File: src/rtl/utx_pkg.sv
package utx_pkg;
  localparam int UTX_DATA_W  = 8;
  localparam int UTX_FRAME_W = UTX_DATA_W + 3;
  localparam int UTX_LEFT_W  = 4;

  typedef struct packed {
    logic [1:0] stop_sel;
    logic       par_even;
    logic       par_en;
    logic [1:0] len_sel;
    logic [1:0] div_sel;
  } utx_mode_t;
endpackage

File: src/rtl/utx_mode_dec.sv
module utx_mode_dec
  import utx_pkg::*;
#(
  parameter int DIV_MID = 16,
  parameter int DIV_HI  = 64,
  parameter int TICK_W  = 8
) (
  input  utx_mode_t         mode,
  output logic              div_ok,
  output logic [TICK_W-1:0] bit_ticks,
  output logic [TICK_W-1:0] stop_ticks,
  output logic [3:0]        data_len,
  output logic              par_en,
  output logic              par_even
);
  always_comb begin
    div_ok = 1'b1;
    case (mode.div_sel)
      2'b01:   bit_ticks = TICK_W'(1);
      2'b10:   bit_ticks = TICK_W'(DIV_MID);
      2'b11:   bit_ticks = TICK_W'(DIV_HI);
      default: begin
        bit_ticks = TICK_W'(1);
        div_ok    = 1'b0;
      end
    endcase
  end

  always_comb begin
    case (mode.stop_sel)
      2'b10:   stop_ticks = (mode.div_sel == 2'b01) ? TICK_W'(2)
                                                    : bit_ticks + (bit_ticks >> 1);
      2'b11:   stop_ticks = bit_ticks << 1;
      default: stop_ticks = bit_ticks;
    endcase
  end

  assign data_len = 4'd5 + {2'b00, mode.len_sel};
  assign par_en   = mode.par_en;
  assign par_even = mode.par_even;
endmodule

File: src/rtl/utx_hold.sv
module utx_hold
  import utx_pkg::*;
(
  input  logic                  clk,
  input  logic                  rst_n,
  input  logic                  wr_en,
  input  logic [UTX_DATA_W-1:0] wr_data,
  input  logic                  take,
  output logic                  full,
  output logic [UTX_DATA_W-1:0] data
);
  logic                  full_q, full_d;
  logic [UTX_DATA_W-1:0] data_q, data_d;

  always_comb begin
    full_d = (full_q & ~take) | wr_en;
    data_d = data_q;
    if (wr_en) data_d = wr_data;
  end

  always_ff @(posedge clk or negedge rst_n) begin
    if (!rst_n) begin
      full_q <= 1'b0;
      data_q <= '0;
    end else begin
      full_q <= full_d;
      if (wr_en) data_q <= data_d;
    end
  end

  assign full = full_q;
  assign data = data_q;
endmodule

File: src/rtl/utx_framer.sv
module utx_framer
  import utx_pkg::*;
#(
  parameter int DIV_HI = 64,
  parameter int TICK_W = 8
) (
  input  logic                  clk,
  input  logic                  rst_n,
  input  logic                  tick,
  input  logic                  start_ok,
  input  logic [UTX_DATA_W-1:0] data,
  input  logic [3:0]            data_len,
  input  logic                  par_en,
  input  logic                  par_even,
  input  logic [TICK_W-1:0]     bit_ticks,
  input  logic [TICK_W-1:0]     stop_ticks,
  output logic                  take,
  output logic                  txd,
  output logic                  busy
);
  localparam int FW = UTX_FRAME_W;

  logic [FW-1:0]         shreg_q, shreg_d, frame;
  logic [UTX_LEFT_W-1:0] left_q, left_d, nbits;
  logic [TICK_W-1:0]     cnt_q, cnt_d;
  logic                  busy_q, busy_d;
  logic [UTX_DATA_W-1:0] mask;
  logic                  par_bit, stop_phase, done;

  // frame image, LSB first: start, data, optional parity, ones
  always_comb begin
    for (int i = 0; i < UTX_DATA_W; i++) mask[i] = (i < int'(data_len));
    par_bit = (^(data & mask)) ^ ~par_even;
    frame    = '1;
    frame[0] = 1'b0;
    for (int i = 0; i < UTX_DATA_W; i++) begin
      if (i < int'(data_len))                    frame[i+1] = data[i];
      else if ((i == int'(data_len)) && par_en)  frame[i+1] = par_bit;
    end
    if ((data_len == 4'd8) && par_en) frame[UTX_DATA_W+1] = par_bit;
    nbits = 4'd1 + data_len + {3'b000, par_en};
  end

  always_comb begin
    stop_phase = (left_q == '0);
    done       = busy_q && tick && stop_phase && (cnt_q == stop_ticks - TICK_W'(1));
    take       = start_ok && (!busy_q || done);
    shreg_d    = shreg_q;
    left_d     = left_q;
    cnt_d      = cnt_q;
    busy_d     = busy_q;
    if (take) begin
      busy_d  = 1'b1;
      shreg_d = frame;
      left_d  = nbits;
      cnt_d   = '0;
    end else if (busy_q && tick) begin
      if (stop_phase) begin
        if (done) begin
          busy_d = 1'b0;
          cnt_d  = '0;
        end else begin
          cnt_d = cnt_q + TICK_W'(1);
        end
      end else if (cnt_q == bit_ticks - TICK_W'(1)) begin
        shreg_d = {1'b1, shreg_q[FW-1:1]};
        left_d  = left_q - UTX_LEFT_W'(1);
        cnt_d   = '0;
      end else begin
        cnt_d = cnt_q + TICK_W'(1);
      end
    end
  end

  always_ff @(posedge clk or negedge rst_n) begin
    if (!rst_n) begin
      shreg_q <= '1;
      left_q  <= '0;
      cnt_q   <= '0;
      busy_q  <= 1'b0;
    end else begin
      shreg_q <= shreg_d;
      left_q  <= left_d;
      cnt_q   <= cnt_d;
      busy_q  <= busy_d;
    end
  end

  assign txd  = shreg_q[0];
  assign busy = busy_q;

  AST_IDLE_MARK: assert property (@(posedge clk) disable iff (!rst_n)
    !busy_q |-> txd);
  AST_START_LOW: assert property (@(posedge clk) disable iff (!rst_n)
    take |=> (!txd && busy_q));
  AST_NO_OVERFLOW: assert property (@(posedge clk) disable iff (!rst_n)
    busy_q |-> (cnt_q < TICK_W'(2 * DIV_HI)));
  AST_BITS_RANGE: assert property (@(posedge clk) disable iff (!rst_n)
    left_q <= UTX_LEFT_W'(FW - 1));
endmodule

File: src/rtl/utx_top.sv
module utx_top
  import utx_pkg::*;
#(
  parameter int DIV_MID = 16,
  parameter int DIV_HI  = 64
) (
  input  logic       clk,
  input  logic       rst_n,
  input  logic       txclk_en,
  input  logic       mode_we,
  input  logic [7:0] mode_byte,
  input  logic       xmit_en,
  input  logic       wr_en,
  input  logic [7:0] wr_data,
  output logic       txd,
  output logic       tx_ready,
  output logic       tx_empty
);
  localparam int TICK_W = $clog2(2 * DIV_HI + 1);

  logic [1:0]        rst_sync;
  logic              rst_s;
  logic [7:0]        mode_q;
  utx_mode_t         mode_s;
  logic              div_ok, par_en, par_even, take, hold_full, busy, start_ok;
  logic [TICK_W-1:0] bit_ticks, stop_ticks;
  logic [3:0]        data_len;
  logic [7:0]        hold_data;

  always_ff @(posedge clk or negedge rst_n) begin
    if (!rst_n) rst_sync <= '0;
    else        rst_sync <= {rst_sync[0], 1'b1};
  end
  assign rst_s = rst_sync[1];

  always_ff @(posedge clk or negedge rst_s) begin
    if (!rst_s)       mode_q <= '0;
    else if (mode_we) mode_q <= mode_byte;
  end
  assign mode_s = utx_mode_t'(mode_q);

  utx_mode_dec #(.DIV_MID(DIV_MID), .DIV_HI(DIV_HI), .TICK_W(TICK_W)) u_dec (
    .mode(mode_s), .div_ok(div_ok), .bit_ticks(bit_ticks), .stop_ticks(stop_ticks),
    .data_len(data_len), .par_en(par_en), .par_even(par_even));

  utx_hold u_hold (
    .clk(clk), .rst_n(rst_s), .wr_en(wr_en), .wr_data(wr_data), .take(take),
    .full(hold_full), .data(hold_data));

  assign start_ok = hold_full & xmit_en & div_ok;

  utx_framer #(.DIV_HI(DIV_HI), .TICK_W(TICK_W)) u_framer (
    .clk(clk), .rst_n(rst_s), .tick(txclk_en), .start_ok(start_ok), .data(hold_data),
    .data_len(data_len), .par_en(par_en), .par_even(par_even), .bit_ticks(bit_ticks),
    .stop_ticks(stop_ticks), .take(take), .txd(txd), .busy(busy));

  assign tx_ready = ~hold_full;
  assign tx_empty = ~busy;

  AST_READY_DROP: assert property (@(posedge clk) disable iff (!rst_s)
    wr_en |=> !tx_ready);
  AST_HOLD_WHEN_OFF: assert property (@(posedge clk) disable iff (!rst_s)
    (!xmit_en && tx_empty) |=> tx_empty);
  AST_NO_SYNC_START: assert property (@(posedge clk) disable iff (!rst_s)
    ((mode_q[1:0] == 2'b00) && tx_empty) |=> tx_empty);
endmodule

File: config.mk
export PLATFORM = sky130hd
export DESIGN_NAME = utx_top
export DESIGN_NICKNAME = d
export VERILOG_FILES = /design/src/rtl/utx_pkg.sv /design/src/rtl/utx_mode_dec.sv /design/src/rtl/utx_hold.sv /design/src/rtl/utx_framer.sv /design/src/rtl/utx_top.sv
export SDC_FILE = /design/constraint.sdc
export NUM_CORES = 1
export LEC_CHECK = 0
export BUFFER_PORTS_ARGS = -buffer_cell sky130_fd_sc_hd__buf_4
export CAP_MARGIN = 0
export CORE_MARGIN = 2
export CORE_UTILIZATION = 55
export CTS_CLUSTER_SIZE = 8
export DETAILED_ROUTE_END_ITERATION = 7
export HOLD_SLACK_MARGIN = 0.12
export PLACE_DENSITY = 0.77
export SYNTH_ARGS = -nofsm -noshare
export SYNTH_HDL_FRONTEND = slang
export SYNTH_HIERARCHICAL = 1
export SYNTH_SLANG_ARGS = --single-unit
File: constraint.sdc
create_clock -name clk -period 1.3 [get_ports clk]
set_clock_uncertainty 0.1 [all_clocks]
set_input_delay 0.39 -clock clk [delete_from_list [all_inputs] [get_ports clk]]
set_output_delay 0.39 -clock clk [all_outputs]
set_load 0.01 [all_outputs]
==> flow_metrics.py <==
metrics = {
    "floorplan": {
        "ios": 25,
        "chipWidth_um": 79.6,
        "core_area_um2": 5510,
        "start_util": 0.571,
        "die_h_um": 79.6,
        "die-area_um2": 6340,
        "rows": 27,
    },
    "layout": {
        "antenna_cells": 0,
        "layout_common_cells": "buf_4, dfrtp_1, mux2i_1",
        "nets": 464,
        "areaGrowthSynthToFinish_pct": 43.8,
        "stdcell_count": 508,
        "layout_commonest_cell": "buf_4",
        "drive_above_1_share": 0.493,
    },
    "pwr": {
        "peakVddDrop_mv": 1.11,
        "comb_power_share": 0.499,
        "total_power_w": 0.00613,
        "swShare": 0.392,
        "power_switching_w": 0.00240,
        "power_density_nw_per_um2": 1360,
        "internal_power_w": 0.00373,
        "power.leakage_nw": 2.14,
        "clock_power_share": 0.190,
        "seqPwrFrac": 0.312,
    },
    "job": {
        "cap_viol_max_count": 0,
    },
    "logic_synthesis": {
        "synth_cell_types": 62,
        "synth-seq-cells": 42,
        "avgSynthCellArea_um2": 9.73,
        "ys.flop_type": "dfrtp_1",
        "synthArstFlopShare": 1.00,
        "synth_edf_count": 0,
        "seq_area_frac_synth": 0.338,
        "netlist_area_um2": 3140,
        "synth_top_area_frac": 0.255,
        "yosys-top-cells-area": "dfrtp_1, dfstp_2, mux2_4, mux2i_1, xnor2_1",
        "yosysTopAreaCell": "dfrtp_1",
        "syn_inst": 323,
        "yosys_warnings": 6,
    },
    "clock_network": {
        "cts.sinks": 42,
        "cts-root-buf": "clkbuf_8",
        "cts_inserted_buffers": 5,
        "h-tree-depth": 2,
        "insertion_delay_ns": 0.33,
        "cts_tree": "done",
        "clk_pin_slew_ns": 0.11,
        "cts_buffer_depth": 2,
    },
    "place": {
        "hpwl_um": 6150,
        "dp_cells": 485,
        "io_buffers": 24,
        "place_ws_ns": -1.55,
        "gp_congestion": 0.894,
    },
    "global_route": {
        "grt_pass1_wl_um": 16300,
        "grt_max_degree": 38,
        "globalRoute.totalOverflow": 0,
        "grt_usage": 0.338,
        "grt_pass1_vias": 3181,
        "antenna_found_initial": 0,
    },
    "worst_setup_path": {
        "start_kind": "register",
        "worst_setup_path_end_kind": "register",
        "crit_type": "register to register",
        "crit_fanout": 5,
        "arrival_ns": 3.11,
        "crit_required_ns": 1.40,
        "reg2reg_depth": 10,
    },
    "sta": {
        "hold_viol": 0,
        "setup_viol": 27,
        "fin_crit_sh": 2.31,
        "slew_violations": 0,
        "worst_pin_slew_ns": 0.761,
        "grt_setup_unrepaired": "yes",
        "clock.fmax_mhz": 332,
        "max_slew_margin": 0.489,
        "finalSetupTns_ns": -38.33,
        "worst_slack_ns": -1.71,
        "period_needed_ns": 3.01,
    },
    "outcome": {
        "status": "complete, but fails checks",
        "violations": "setup timing",
    },
    "detailed_routing": {
        "drtIter0Drc": 355,
        "drc_errors": 0,
        "drt-total-wl_um": 11700,
        "drtAntennaViolNets": 0,
        "vias": 3303,
        "wl_per_cell_um": 23.0,
        "routed_via_density": 6.50,
        "drtPass1Iterations": 5,
    },
    "worst_hold_path": {
        "hp-class": "register to async pin",
    },
}
-- synth_stat cells (all sizes together) (5+ instances only) --
cell type  number
clkbuf         10
ha              7
a21oi           7
and3            5
nand2          17
o21ai           6
xnor2          13
mux2i          20
dfrtp          32
mux2           18
nand3b          5
nand2b          6
nand4           5
xor2           11
a21o            6
a211oi          5
nor2           14
nor3            7
nand3          11
nor2b           5
buf            12
inv            25
a31oi           6
dfstp          10
-- kinds of logic (layout without fill, tap and decap cells) --
group,after synthesis,after routing,share of synthesized area
xor+xnor,25,25,0.0740
flops,42,42,0.338
simple gates,97,97,0.174
other cells,2,7,0.00239
fa+ha+maj,7,7,0.0279
compound gates,65,65,0.164
buf+inv,47,155,0.0720
mux,38,38,0.147
-- final cells by class --
type,count,area [µm²]
repair buffers,122,986
well taps,72,90.1
fillers,263,986
inverters,25,98.8
multi-input cells,239,2150
clock buffers,7,119
flip-flops and latches,42,1070
clock inverters,1,8.76
-- final timing paths --
check                             start                  to  slack (ns)
min                         rst_sync[1]           mode_q[3]        0.17
max reg2reg                   mode_q[1]  u_framer/left_q[1]       -1.71
max in group asynchronous   rst_sync[1]           mode_q[0]        0.28
max                           mode_q[1]  u_framer/left_q[1]       -1.71
min in group clk           mode_byte[6]           mode_q[6]        0.19
min reg2reg                 rst_sync[1]           mode_q[3]        0.17
-- power groups by stage --
stage	combinational, W	sequential [W]	clock (W)
after CTS	0.00269	0.00187	0.00111
after detailed placement	0.00244	0.00189	0
after global routing	0.00319	0.00194	0.00122
after global placement	0.00233	0.00187	0
after floorplan	0.00152	0.00180	0
final	0.00305	0.00191	0.00116
-- sequential cells by signal, indices dropped and copies added (netlist names) --
signal / cells
u_hold/data: 8
u_framer/shreg_q: 10
rst_sync: 2
u_framer/cnt_q: 8
u_hold/full: 1
u_framer/busy: 1
u_framer/left_q: 4
mode_q: 8
-- critical path, stage by stage, from the launching register on --
cell       delay [ns]
dfrtp_1          0.44
inv_2            0.06
inv_2            0.08
ha_4             0.14
or3b_4           0.37
or4_4            0.44
a2111oi_4        0.42
o2111ai_4        0.24
buf_4            0.20
mux2i_1          0.12
mux2_4           0.27
-- routing by layer --
layer / part of all wire / track usage / up-vias
met1: 0.39 / 0.422 / 1571
met5: 0 / 0 / -
met2: 0.47 / 0.568 / 261
met3: 0.079 / 0.0543 / 80
met4: 0.063 / 0.162 / 0
li1: - / - / 1391
-- per-stage QoR --
step	hold WS [ns]	cell area [µm²]	util
CTS	0.156	4400	0.799
global route	0.182	4520	0.821
finish	0.169	4520	0.821
global placement	-0.0337	3990	0.725
detailed placement	-0.0266	3990	0.725
floorplan	-0.00559	3220	-
-- repair_timing --
item                                    4_1_cts  5_1_grt
setup buffers                                10        5
hold buffers                                  2        0
gates resized for setup                      39       26
endpoints found under the setup margin       27       27
pin swaps                                    16       17
hold endpoints to repair                      5        0
Note: power is estimated with default switching activity, not from simulation.
